==> src/rtl/dir_pkg.sv <==
package dir_pkg;

  typedef enum logic [1:0] {
    OP_READ  = 2'd0,
    OP_WRITE = 2'd1,
    OP_EVICT = 2'd2
  } dir_op_e;

  typedef enum logic [1:0] {
    MSG_INVAL      = 2'd0,
    MSG_RECALL_SH  = 2'd1,
    MSG_RECALL_INV = 2'd2
  } dir_msg_e;

  typedef enum logic [2:0] {
    ST_IDLE,
    ST_DECIDE,
    ST_FANOUT,
    ST_MEMRD,
    ST_MEMWR,
    ST_REPLY
  } dir_state_e;

endpackage

==> src/rtl/dir_rst_sync.sv <==
module dir_rst_sync (
  input  logic clk,
  input  logic rst_n_in,
  output logic rst_n_out
);

  logic [1:0] sync_q;

  always_ff @(posedge clk or negedge rst_n_in) begin
    if (!rst_n_in) begin
      sync_q <= 2'b00;
    end else begin
      sync_q <= {sync_q[0], 1'b1};
    end
  end

  assign rst_n_out = sync_q[1];

endmodule

==> src/rtl/dir_store.sv <==
module dir_store #(
  parameter int NUM_PE = 4,
  parameter int ADDR_W = 4
) (
  input  logic              clk,
  input  logic              rst_n,
  input  logic [ADDR_W-1:0] rd_addr,
  output logic [NUM_PE-1:0] rd_pres,
  output logic              rd_dirty,
  input  logic              wr_en,
  input  logic [ADDR_W-1:0] wr_addr,
  input  logic [NUM_PE-1:0] wr_pres,
  input  logic              wr_dirty
);

  localparam int NUM_BLK = 1 << ADDR_W;

  logic [NUM_PE-1:0] pres_q  [NUM_BLK];
  logic              dirty_q [NUM_BLK];

  always_ff @(posedge clk or negedge rst_n) begin
    if (!rst_n) begin
      for (int b = 0; b < NUM_BLK; b++) begin
        pres_q[b]  <= '0;
        dirty_q[b] <= 1'b0;
      end
    end else if (wr_en) begin
      pres_q[wr_addr]  <= wr_pres;
      dirty_q[wr_addr] <= wr_dirty;
    end
  end

  assign rd_pres  = pres_q[rd_addr];
  assign rd_dirty = dirty_q[rd_addr];

endmodule

==> src/rtl/dir_fanout.sv <==
module dir_fanout #(
  parameter int NUM_PE = 4,
  parameter int PE_W   = 2
) (
  input  logic              clk,
  input  logic              rst_n,
  input  logic              load,
  input  logic [NUM_PE-1:0] load_mask,
  input  logic              ack_valid,
  input  logic [PE_W-1:0]   ack_pe,
  output logic              send_valid,
  output logic [PE_W-1:0]   send_pe,
  output logic [NUM_PE-1:0] wait_mask,
  output logic              done
);

  logic [NUM_PE-1:0] send_q, send_d;
  logic [NUM_PE-1:0] wait_q, wait_d;
  logic [NUM_PE-1:0] low_bit;
  logic [NUM_PE-1:0] ack_bit;

  // lowest pending destination goes out first
  always_comb begin
    send_pe = '0;
    for (int i = NUM_PE - 1; i >= 0; i--) begin
      if (send_q[i]) send_pe = PE_W'(i);
    end
  end

  assign low_bit = send_q & (~send_q + NUM_PE'(1));
  assign ack_bit = ack_valid ? (NUM_PE'(1) << ack_pe) : '0;

  always_comb begin
    if (load) begin
      send_d = load_mask;
      wait_d = load_mask;
    end else begin
      send_d = send_q & ~low_bit;
      wait_d = wait_q & ~ack_bit;
    end
  end

  always_ff @(posedge clk or negedge rst_n) begin
    if (!rst_n) begin
      send_q <= '0;
      wait_q <= '0;
    end else begin
      send_q <= send_d;
      wait_q <= wait_d;
    end
  end

  assign send_valid = |send_q;
  assign wait_mask  = wait_q;
  assign done       = ~(|send_q) & ~(|wait_q);

endmodule

==> src/rtl/dir_ctrl.sv <==
module dir_ctrl #(
  parameter int NUM_PE = 4,
  parameter int ADDR_W = 4,
  parameter int DATA_W = 16,
  localparam int PE_W  = (NUM_PE > 1) ? $clog2(NUM_PE) : 1
) (
  input  logic              clk,
  input  logic              rst_n,
  input  logic              req_valid,
  output logic              req_ready,
  input  logic [PE_W-1:0]   req_pe,
  input  logic [1:0]        req_op,
  input  logic [ADDR_W-1:0] req_addr,
  input  logic [DATA_W-1:0] req_wdata,
  output logic              rsp_valid,
  output logic [PE_W-1:0]   rsp_pe,
  output logic [DATA_W-1:0] rsp_data,
  output logic              msg_valid,
  output logic [PE_W-1:0]   msg_pe,
  output logic [1:0]        msg_kind,
  output logic [ADDR_W-1:0] msg_addr,
  input  logic              ack_valid,
  input  logic [PE_W-1:0]   ack_pe,
  input  logic              ack_has_data,
  input  logic [DATA_W-1:0] ack_data,
  output logic              mem_rd_en,
  output logic              mem_wr_en,
  output logic [ADDR_W-1:0] mem_addr,
  output logic [DATA_W-1:0] mem_wdata,
  input  logic [DATA_W-1:0] mem_rdata
);

  import dir_pkg::*;

  logic rst_n_s;

  dir_state_e        state_q, state_d;
  logic [PE_W-1:0]   pe_q, pe_d;
  dir_op_e           op_q, op_d;
  logic [ADDR_W-1:0] addr_q, addr_d;
  dir_msg_e          kind_q, kind_d;
  logic [DATA_W-1:0] line_q, line_d;
  logic              got_q, got_d;
  logic              from_mem_q, from_mem_d;
  logic              evict_ok_q, evict_ok_d;

  logic [NUM_PE-1:0] rd_pres;
  logic              rd_dirty;
  logic              dir_we;
  logic [NUM_PE-1:0] dir_wpres;
  logic              dir_wdirty;
  logic [NUM_PE-1:0] req_bit;

  logic              fan_load;
  logic [NUM_PE-1:0] fan_mask;
  logic [NUM_PE-1:0] fan_wait;
  logic              fan_done;
  logic              fan_send;
  logic [PE_W-1:0]   fan_pe;

  dir_rst_sync u_rst (
    .clk       (clk),
    .rst_n_in  (rst_n),
    .rst_n_out (rst_n_s)
  );

  dir_store #(.NUM_PE(NUM_PE), .ADDR_W(ADDR_W)) u_store (
    .clk      (clk),
    .rst_n    (rst_n_s),
    .rd_addr  (addr_q),
    .rd_pres  (rd_pres),
    .rd_dirty (rd_dirty),
    .wr_en    (dir_we),
    .wr_addr  (addr_q),
    .wr_pres  (dir_wpres),
    .wr_dirty (dir_wdirty)
  );

  dir_fanout #(.NUM_PE(NUM_PE), .PE_W(PE_W)) u_fan (
    .clk        (clk),
    .rst_n      (rst_n_s),
    .load       (fan_load),
    .load_mask  (fan_mask),
    .ack_valid  (ack_valid),
    .ack_pe     (ack_pe),
    .send_valid (fan_send),
    .send_pe    (fan_pe),
    .wait_mask  (fan_wait),
    .done       (fan_done)
  );

  assign req_bit = NUM_PE'(1) << pe_q;

  // next-state process
  always_comb begin
    state_d    = state_q;
    pe_d       = pe_q;
    op_d       = op_q;
    addr_d     = addr_q;
    kind_d     = kind_q;
    line_d     = line_q;
    got_d      = got_q;
    from_mem_d = from_mem_q;
    evict_ok_d = evict_ok_q;
    fan_load   = 1'b0;
    fan_mask   = '0;
    mem_rd_en  = 1'b0;
    mem_wr_en  = 1'b0;
    rsp_valid  = 1'b0;
    dir_we     = 1'b0;
    dir_wpres  = rd_pres;
    dir_wdirty = rd_dirty;

    // recalled data from an awaited element is captured as it arrives
    if (ack_valid && ack_has_data && fan_wait[ack_pe]) begin
      line_d = ack_data;
      got_d  = 1'b1;
    end

    case (state_q)
      ST_IDLE: begin
        if (req_valid) begin
          pe_d       = req_pe;
          op_d       = dir_op_e'(req_op);
          addr_d     = req_addr;
          line_d     = req_wdata;
          got_d      = 1'b0;
          from_mem_d = 1'b0;
          evict_ok_d = 1'b0;
          state_d    = ST_DECIDE;
        end
      end

      ST_DECIDE: begin
        case (op_q)
          OP_READ: begin
            if (rd_dirty) begin
              fan_load = 1'b1;
              fan_mask = rd_pres;
              kind_d   = MSG_RECALL_SH;
              state_d  = ST_FANOUT;
            end else begin
              state_d  = ST_MEMRD;
            end
          end
          OP_WRITE: begin
            if (rd_dirty && !rd_pres[pe_q]) begin
              fan_load = 1'b1;
              fan_mask = rd_pres;
              kind_d   = MSG_RECALL_INV;
              state_d  = ST_FANOUT;
            end else if (rd_dirty) begin
              state_d  = ST_MEMRD;
            end else if ((rd_pres & ~req_bit) != '0) begin
              fan_load = 1'b1;
              fan_mask = rd_pres & ~req_bit;
              kind_d   = MSG_INVAL;
              state_d  = ST_FANOUT;
            end else begin
              state_d  = ST_MEMRD;
            end
          end
          OP_EVICT: begin
            if (rd_dirty && rd_pres[pe_q]) begin
              evict_ok_d = 1'b1;
              state_d    = ST_MEMWR;
            end else begin
              state_d    = ST_REPLY;
            end
          end
          default: state_d = ST_REPLY;
        endcase
      end

      ST_FANOUT: begin
        if (fan_done) begin
          state_d = got_q ? ST_MEMWR : ST_MEMRD;
        end
      end

      ST_MEMRD: begin
        mem_rd_en  = 1'b1;
        from_mem_d = 1'b1;
        state_d    = ST_REPLY;
      end

      ST_MEMWR: begin
        mem_wr_en = 1'b1;
        state_d   = ST_REPLY;
      end

      ST_REPLY: begin
        rsp_valid = 1'b1;
        case (op_q)
          OP_READ: begin
            dir_we     = 1'b1;
            dir_wpres  = rd_pres | req_bit;
            dir_wdirty = 1'b0;
          end
          OP_WRITE: begin
            dir_we     = 1'b1;
            dir_wpres  = req_bit;
            dir_wdirty = 1'b1;
          end
          OP_EVICT: begin
            dir_we     = evict_ok_q;
            dir_wpres  = rd_pres & ~req_bit;
            dir_wdirty = 1'b0;
          end
          default: dir_we = 1'b0;
        endcase
        state_d = ST_IDLE;
      end

      default: state_d = ST_IDLE;
    endcase
  end

  // register process
  always_ff @(posedge clk or negedge rst_n_s) begin
    if (!rst_n_s) begin
      state_q    <= ST_IDLE;
      pe_q       <= '0;
      op_q       <= OP_READ;
      addr_q     <= '0;
      kind_q     <= MSG_INVAL;
      line_q     <= '0;
      got_q      <= 1'b0;
      from_mem_q <= 1'b0;
      evict_ok_q <= 1'b0;
    end else begin
      state_q    <= state_d;
      pe_q       <= pe_d;
      op_q       <= op_d;
      addr_q     <= addr_d;
      kind_q     <= kind_d;
      line_q     <= line_d;
      got_q      <= got_d;
      from_mem_q <= from_mem_d;
      evict_ok_q <= evict_ok_d;
    end
  end

  assign req_ready = (state_q == ST_IDLE);
  assign rsp_pe    = pe_q;
  assign rsp_data  = from_mem_q ? mem_rdata : line_q;
  assign msg_valid = fan_send;
  assign msg_pe    = fan_pe;
  assign msg_kind  = kind_q;
  assign msg_addr  = addr_q;
  assign mem_addr  = addr_q;
  assign mem_wdata = line_q;

endmodule

==> config.mk <==
export PLATFORM = sky130hd
export DESIGN_NAME = dir_ctrl
export DESIGN_NICKNAME = d
export VERILOG_FILES = /design/src/rtl/dir_pkg.sv /design/src/rtl/dir_rst_sync.sv /design/src/rtl/dir_store.sv /design/src/rtl/dir_fanout.sv /design/src/rtl/dir_ctrl.sv
export SDC_FILE = /design/constraint.sdc
export NUM_CORES = 1
export LEC_CHECK = 0
export BUFFER_PORTS_ARGS = -buffer_cell sky130_fd_sc_hd__buf_4
export CAP_MARGIN = 25
export CORE_AREA = 3 3 116 118
export CTS_BUF_LIST = sky130_fd_sc_hd__clkbuf_8
export CTS_CLUSTER_SIZE = 40
export DETAILED_ROUTE_END_ITERATION = 7
export DIE_AREA = 0 0 119 121
export GPL_TIMING_DRIVEN = 0
export PLACE_DENSITY = 0.7
export SYNTH_ARGS = -nofsm -noshare
export SYNTH_HDL_FRONTEND = slang
export SYNTH_SLANG_ARGS = --single-unit
==> constraint.sdc <==
create_clock -name clk -period 7.3 [get_ports clk]
set_input_delay 0 -clock clk [delete_from_list [all_inputs] [get_ports clk]]
set_output_delay 0 -clock clk [all_outputs]
set_load 0.005 [all_outputs]
Word level (Yosys, flattened, before mapping)
Cells that the tools add are included.

Add/subtract/negate cells: 1. Order comparisons: 4. Equality and inequality tests: 14. Shift-type cells: 2. Muxes and demuxes: 71. Bitwise logic cells: 13. Reductions and logical operators: 22.

Operators with widths (count): 64-bit bitwise mux (1); 16-bit 2-to-1 mux (4); 4-bit 2-to-1 mux (12); 1-bit 2-to-1 mux (26); 4-bit bitwise AND (4); 4-bit binary-select mux with 4-bit select (1); 16-bit bitwise mux (1); 4-bit demux with 4-bit select (1); 2-bit 2-to-1 mux (8); 4-bit inverter (4); 3-bit one-hot mux with 4 select lines (1); 4-bit one-hot mux with 3 select lines (1); 2-bit != test, second input constant (5); 1-bit one-hot mux with 2 select lines (5); 3-bit 2-to-1 mux (3); 3-bit one-hot mux with 3 select lines (1); 4-bit one-hot mux with 2 select lines (1); 4-bit OR reduction (2); 1-bit by 2-bit << shifter with 4-bit output, first input constant (2); 3-bit by 2-bit equality test with 1-bit output, second input constant (2); 3-bit equality test, second input constant (2); 2-bit by 3-bit < comparator with 1-bit output, second input constant (2); 3-bit != test, second input constant (2); 2-bit AND reduction (3); 23 further kinds (33).

Register bits: 122. Input bits: 63.

Logic depth before layout (Yosys ltp)
Depth after elaboration: 12. Gate-level depth with buffers: 11.

Cells and area by module
Synthesis repeated with hierarchy kept, for this count alone.

Cell total of the unflattened synthesis: 513. Area total of the unflattened synthesis: 6219.7 µm².

By module, submodules not included: dir_store (times used 1, cells an instance 241, area each 3684.8 µm², seq. area each 2001.9 µm²); dir_ctrl (times used 1, cells an instance 229, area each 2093.3 µm², seq. area each 800.8 µm²); dir_fanout (times used 1, cells an instance 40, area each 387.9 µm², seq. area each 200.2 µm²); dir_rst_sync (times used 1, cells an instance 3, area each 53.8 µm², seq. area each 50.0 µm²).

Worst setup path after synthesis
No wires, ideal clock.

Path kind: reg2reg. From: register addr_q[1], in the netlist mem_addr[1]. To: register u_fan.send_q[0]. Arrival: 2615 ps. Path slack: 4555 ps. Stages on the path, launching flop included: 10. Cell sequence: dfrtp_1 buf_6 buf_12 mux4_2 mux2_4 or3b_1 o311a_1 a41o_1 buf_6 nor2b_1.

Word-level cells in the longest chain between the ends: 12. Elaborated cells on any way between the ends: 26. Those cells by class: mux (21); bitwise (2); reduce/logical (3).

Ends and longest elaborated chain: from (decl) (RTL line dir_ctrl.sv:40) `logic [ADDR_W-1:0] addr_q, addr_d;`; from (signal assigned) (RTL line dir_ctrl.sv:235) `addr_q <= addr_d;`; 4-bit inverter with 5-bit output (not written as such) * (RTL line dir_store.sv:33, dir_store.sv:34); 4-bit binary-select mux with 4-bit select (RTL line dir_store.sv:33) `assign rd_pres = pres_q[rd_addr];`; 4-bit 2-to-1 mux (not written as such) (2 in a row) (RTL line dir_store.sv:33); 4-bit bitwise AND or 1-bit binary-select mux with 2-bit select (tied branches) (RTL line dir_ctrl.sv:154, dir_ctrl.sv:156, dir_ctrl.sv:147); 4-bit nonzero test or 1-bit 2-to-1 mux (tied branches) (RTL line dir_ctrl.sv:154, dir_ctrl.sv:147); 4-bit 2-to-1 mux (tied with other cells) (RTL line dir_ctrl.sv:154) `end else if ((rd_pres & ~req_bit) != '0) begin`; 4-bit 2-to-1 mux (tied with other cells) (RTL line dir_ctrl.sv:152) `end else if (rd_dirty) begin`; 4-bit 2-to-1 mux or 1-bit 2-to-1 mux (tied branches) (RTL line dir_ctrl.sv:147) `if (rd_dirty && !rd_pres[pe_q]) begin`; 4-bit one-hot mux with 2 select lines or 1-bit one-hot mux with 2 select lines (tied branches) (RTL line dir_ctrl.sv:135) `case (op_q)`; 4-bit 2-to-1 mux or 1-bit 2-to-1 mux (tied branches) (RTL line dir_ctrl.sv:120) `case (state_q)`; 4-bit 2-to-1 mux * (RTL line dir_fanout.sv:34) `if (load) begin`; net u_fan.send_d[0] (RTL line dir_fanout.sv:17) `logic [NUM_PE-1:0] send_q, send_d;`; to (signal assigned) (RTL line dir_fanout.sv:48) `send_q <= send_d;`; to (decl) (RTL line dir_fanout.sv:17).

The timed path passes the listed nets; every way through them passes the cells marked *. The select of a mux whose other input is x is not followed. A chain may end at the register's enable or synchronous reset.

Worst setup path after layout
From: register addr_q[1], in the netlist mem_addr[1]. To: register u_store.pres_q[47] (netlist name).

Word-level cells in the longest chain between the ends: 8. Elaborated cells on any way between the ends: 14. Those cells by class: order compare (2); mux (8); bitwise (3); reduce/logical (1).

Ends and longest elaborated chain: 4-bit inverter with 5-bit output (not written as such) * (RTL line dir_store.sv:28, dir_store.sv:33); 4-bit binary-select mux with 4-bit select (RTL line dir_store.sv:33); 4-bit 2-to-1 mux (not written as such) (2 in a row) (RTL line dir_store.sv:33); 4-bit bitwise AND or 4-bit bitwise OR (tied branches) (RTL line dir_ctrl.sv:207, dir_ctrl.sv:197); 4-bit one-hot mux with 3 select lines (RTL line dir_ctrl.sv:194) `case (op_q)`; 4-bit 2-to-1 mux (RTL line dir_ctrl.sv:120); 64-bit bitwise mux * (RTL line dir_store.sv:28) `pres_q[wr_addr] <= wr_pres;`; to (signal, indexed assignment) (RTL line dir_store.sv:28); to (decl) (RTL line dir_store.sv:18) `logic [NUM_PE-1:0] pres_q [NUM_BLK];`.

Mark *: on every way between the ends. The rest lies on a longest branch, timed or not. The select of a mux whose other input is x is not followed.

==> reports/metrics.csv <==
stage,metric,value,unit
worst_setup_path,cp_max_fo,10,
sta,drv_slew,0,
yosys,synth_top_area_cell,dfrtp_1,
yosys,syn_inst,515,
flow_run,max_cap_viol_count,0,
pwr,p_leak,4.13,nW
drt,via_per_inst,5.55,
yosys,postSynthAreaPerCell,12.3,um^2
die,core_area,12600,um^2
status,status,"finished, final reports clean",
worst_setup_path,critical_path_buf_inv_count,4,
cells_and_area,num-nets-final,758,
sta,setup_violations,0,
cts,cts.clk_slew.worst_paths,0.08,ns
place,dp_slack,4.14,ns
cts,clock_latency,0.45,ns
cts,clk_path_buf_depth,2,
worst_setup_path,cp-end-kind,flop,
yosys,yosysUniqueCellTypes,48,
cells_and_area,area_growth,32.0,%
sta,worstMarginPinSlew,0.925,ns
drt,wirelength,16700,um
sta,skew,0.0132,ns
place,hpwl,11600,um
hold_path,hp-class,in2reg,
cts,cts_tree,built,
worst_setup_path,r2r-end,u_store.pres_q[47],
global_routing,grt_pass1_vias,5058,
sta,timing.setup.tns,0,ns
sta,rsz0062_at_grt,no,
place,place_area,7450,um^2
yosys,synthFlopType,dfrtp_1,
worst_setup_path,rrSetupSlack,4.06,ns
worst_setup_path,cp.required,7.63,ns
worst_setup_path,path_cells,buf_6 -> buf_12 -> mux4_2 -> mux2_4 -> mux2_2 -> o21ai_0 -> o21ai_0 -> buf_2 -> clkbuf_1 -> mux2_2,
drt,vias,4884,
global_routing,antenna_found_initial,0,
drt,detail-route-antenna-nets,0,
global_routing,overflow,0,
sta,hold_viol_final,0,
die,dieArea,14400,um^2
die,start_util,0.505,
hold_path,worstHoldPathCells,4,
worst_setup_path,crit_family,multiplexers,
global_routing,grt_pass1_wl,26500,um
cells_and_area,stdcell_area,8380,um^2
sta,max-slew-margin-rel,0.379,
die,ios,114,
drt,drt_iter0_drc,373,
cts,ctsResizeCount,0,
global_routing,grt_use_total,0.237,
global_routing,grt_max_degree,67,
pwr,irDropWorstVdd,0.231,mV
yosys,ys_ff_latch,122,
worst_setup_path,reg2reg_depth,10,
sta,fmax,309,MHz
pwr,power_density,372,nW/um^2
die,die_w,119,um
place,place_congestion,0.873,
cells_and_area,drive_above_1_share,0.395,
worst_setup_path,cp_slowest_cell,mux4_2,
yosys,synth-edff-count,0,
cells_and_area,register_area,3060,um^2
drt,drc,0,
hold_path,min_to,state_q[2],
place,numPortBuffers,113,
cts,htreeDepth,4,
sta,period_needed,3.24,ns
worst_setup_path,cp-start-kind,flop,
sta,fin_ws,4.06,ns
yosys,synth.top_cells.by_count,"dfrtp_1 (122), mux2_2 (113), mux2i_1 (35)",
cts,numClockSinks,122,
yosys,netlist_top_cells_area,"dfrtp_1 (48%), mux2_2 (20%), mux4_1 (5.8%), mux2i_1 (5.5%), o21ai_0 (2.5%)",
worst_setup_path,cp.arrival,3.57,ns
yosys,yosysTopAreaCellShare,0.481,
yosys,syn-num-nets,578,
die,core.rowCount,41,
worst_setup_path,regToRegStartpoint,mem_addr[1],
cts,root_buffer,clkbuf_8,
die,dieHeight,121,um
worst_setup_path,critPathKind,reg2reg,
yosys,synthArstFlopShare,1.00,
cells_and_area,diodes,0,
yosys,synth.cell_area,6350,um^2
sta,fin_crit_sh,0.444,
worst_setup_path,slowest_delay,0.51,ns
yosys,yosys_warnings,0,
pwr,finalPower,3.12,mW
cells_and_area,fill_cells,927,
hold_path,worstHoldStart,req_valid,
drt,firstDrtPassIters,5,
yosys,ys_seq_area_frac,0.481,
drt,wl_per_cell,18.9,um
cts,cts-buffers-inserted,17,
yosys,yosysMostFrequentCell,dfrtp_1,
cells_and_area,multi_input_area,3070,um^2
## per-layer routing
| metal | track usage | wire length, um |
|---|---|---|
| met5 | 0 | 0 |
| met3 | 0.0639 | 951 |
| met2 | 0.396 | 8220 |
| met1 | 0.300 | 7160 |
| met4 | 0.0811 | 318 |
## cell usage in the layout, fill, tap and decap left out, drive strengths merged, types with 4 or more instances in the layout
master         n
dfrtp        122
nor4           4
dlygate4sd3   46
o21ai         33
nand2         32
o31ai          4
nor2          30
nor2b          6
a31oi          4
bufinv         5
mux2i         35
nand2b         6
a21oi         10
clkbuf        44
mux4          19
inv           10
o22ai          5
nor3           8
nand3          4
buf          128
mux2         114
## worst register-to-register path, stage by stage, from the launching register on
cell      delay, ns
dfrtp_1        0.39
buf_6          0.20
buf_12         0.17
mux4_2         0.52
mux2_4         0.30
mux2_2         0.29
o21ai_0        0.09
o21ai_0        0.32
buf_2          0.27
clkbuf_1       0.24
mux2_2         0.33
## per-stage QoR
stage	cells	hold WS (ns)	util
floorplan	515	-0.296	-
global placement	800	-0.218	0.590
detailed placement	802	-0.216	0.593
CTS	880	0.127	0.667
global route	880	0.142	0.667
finish	880	0.152	0.667
## registers in the layout, indices dropped and copies added, names as in the netlist, 2 cells and up
name,flops
mem_addr,4
mem_wdata,16
msg_kind,2
op_q,2
rsp_pe,2
state_q,3
u_fan.send_q,4
u_fan.wait_mask,4
u_rst.sync_q,2
u_store.dirty_q,16
u_store.pres_q,64
## repair_timing
action	in CTS	in global routing
endpoints found under the hold margin	29	0
setup buffers	0	0
hold buffers	46	0
## logic make-up after synthesis
logic type	Yosys count	share of synthesized area
flip-flops	122	0.481
AND/OR/NAND/NOR	105	0.0789
buffers and inverters	46	0.0355
AO/OA/AOI/OAI	73	0.0704
multiplexers	168	0.334
other	1	0.000591
## report_power, final
group / switching [mW] / internal, mW / leakage (nW)
Clock: 0.275 / 0.432 / 0.232
Combinational: 0.690 / 0.728 / 2.26
Sequential: 0.137 / 0.858 / 1.63
## worst max-delay path by stage
stage	start	to	slack (ns)	cells after the start
after detailed placement	mem_addr[0]	u_store.pres_q[21]	4.14	9
after floorplan	u_rst.sync_q[1]	evict_ok_q	3.65	0
final	mem_addr[1]	u_store.pres_q[47]	4.06	10
after CTS	mem_addr[0]	u_store.pres_q[21]	4.10	9
after global routing	mem_addr[0]	u_store.pres_q[21]	3.90	9
after global placement	u_rst.sync_q[1]	u_store.dirty_q[2]	2.44	0
## area by class of cell
cell class | instances | area share
Buffer | 37 | 0.0228
Clock buffer | 20 | 0.0329
Clock inverter | 12 | 0.0233
Inverter | 9 | 0.00403
Multi-Input combinational cell | 347 | 0.366
Sequential cell | 122 | 0.365
Tap cell | 172 | 0.0257
Timing Repair Buffer | 161 | 0.160
Note: power is estimated with default switching activity, not from simulation.
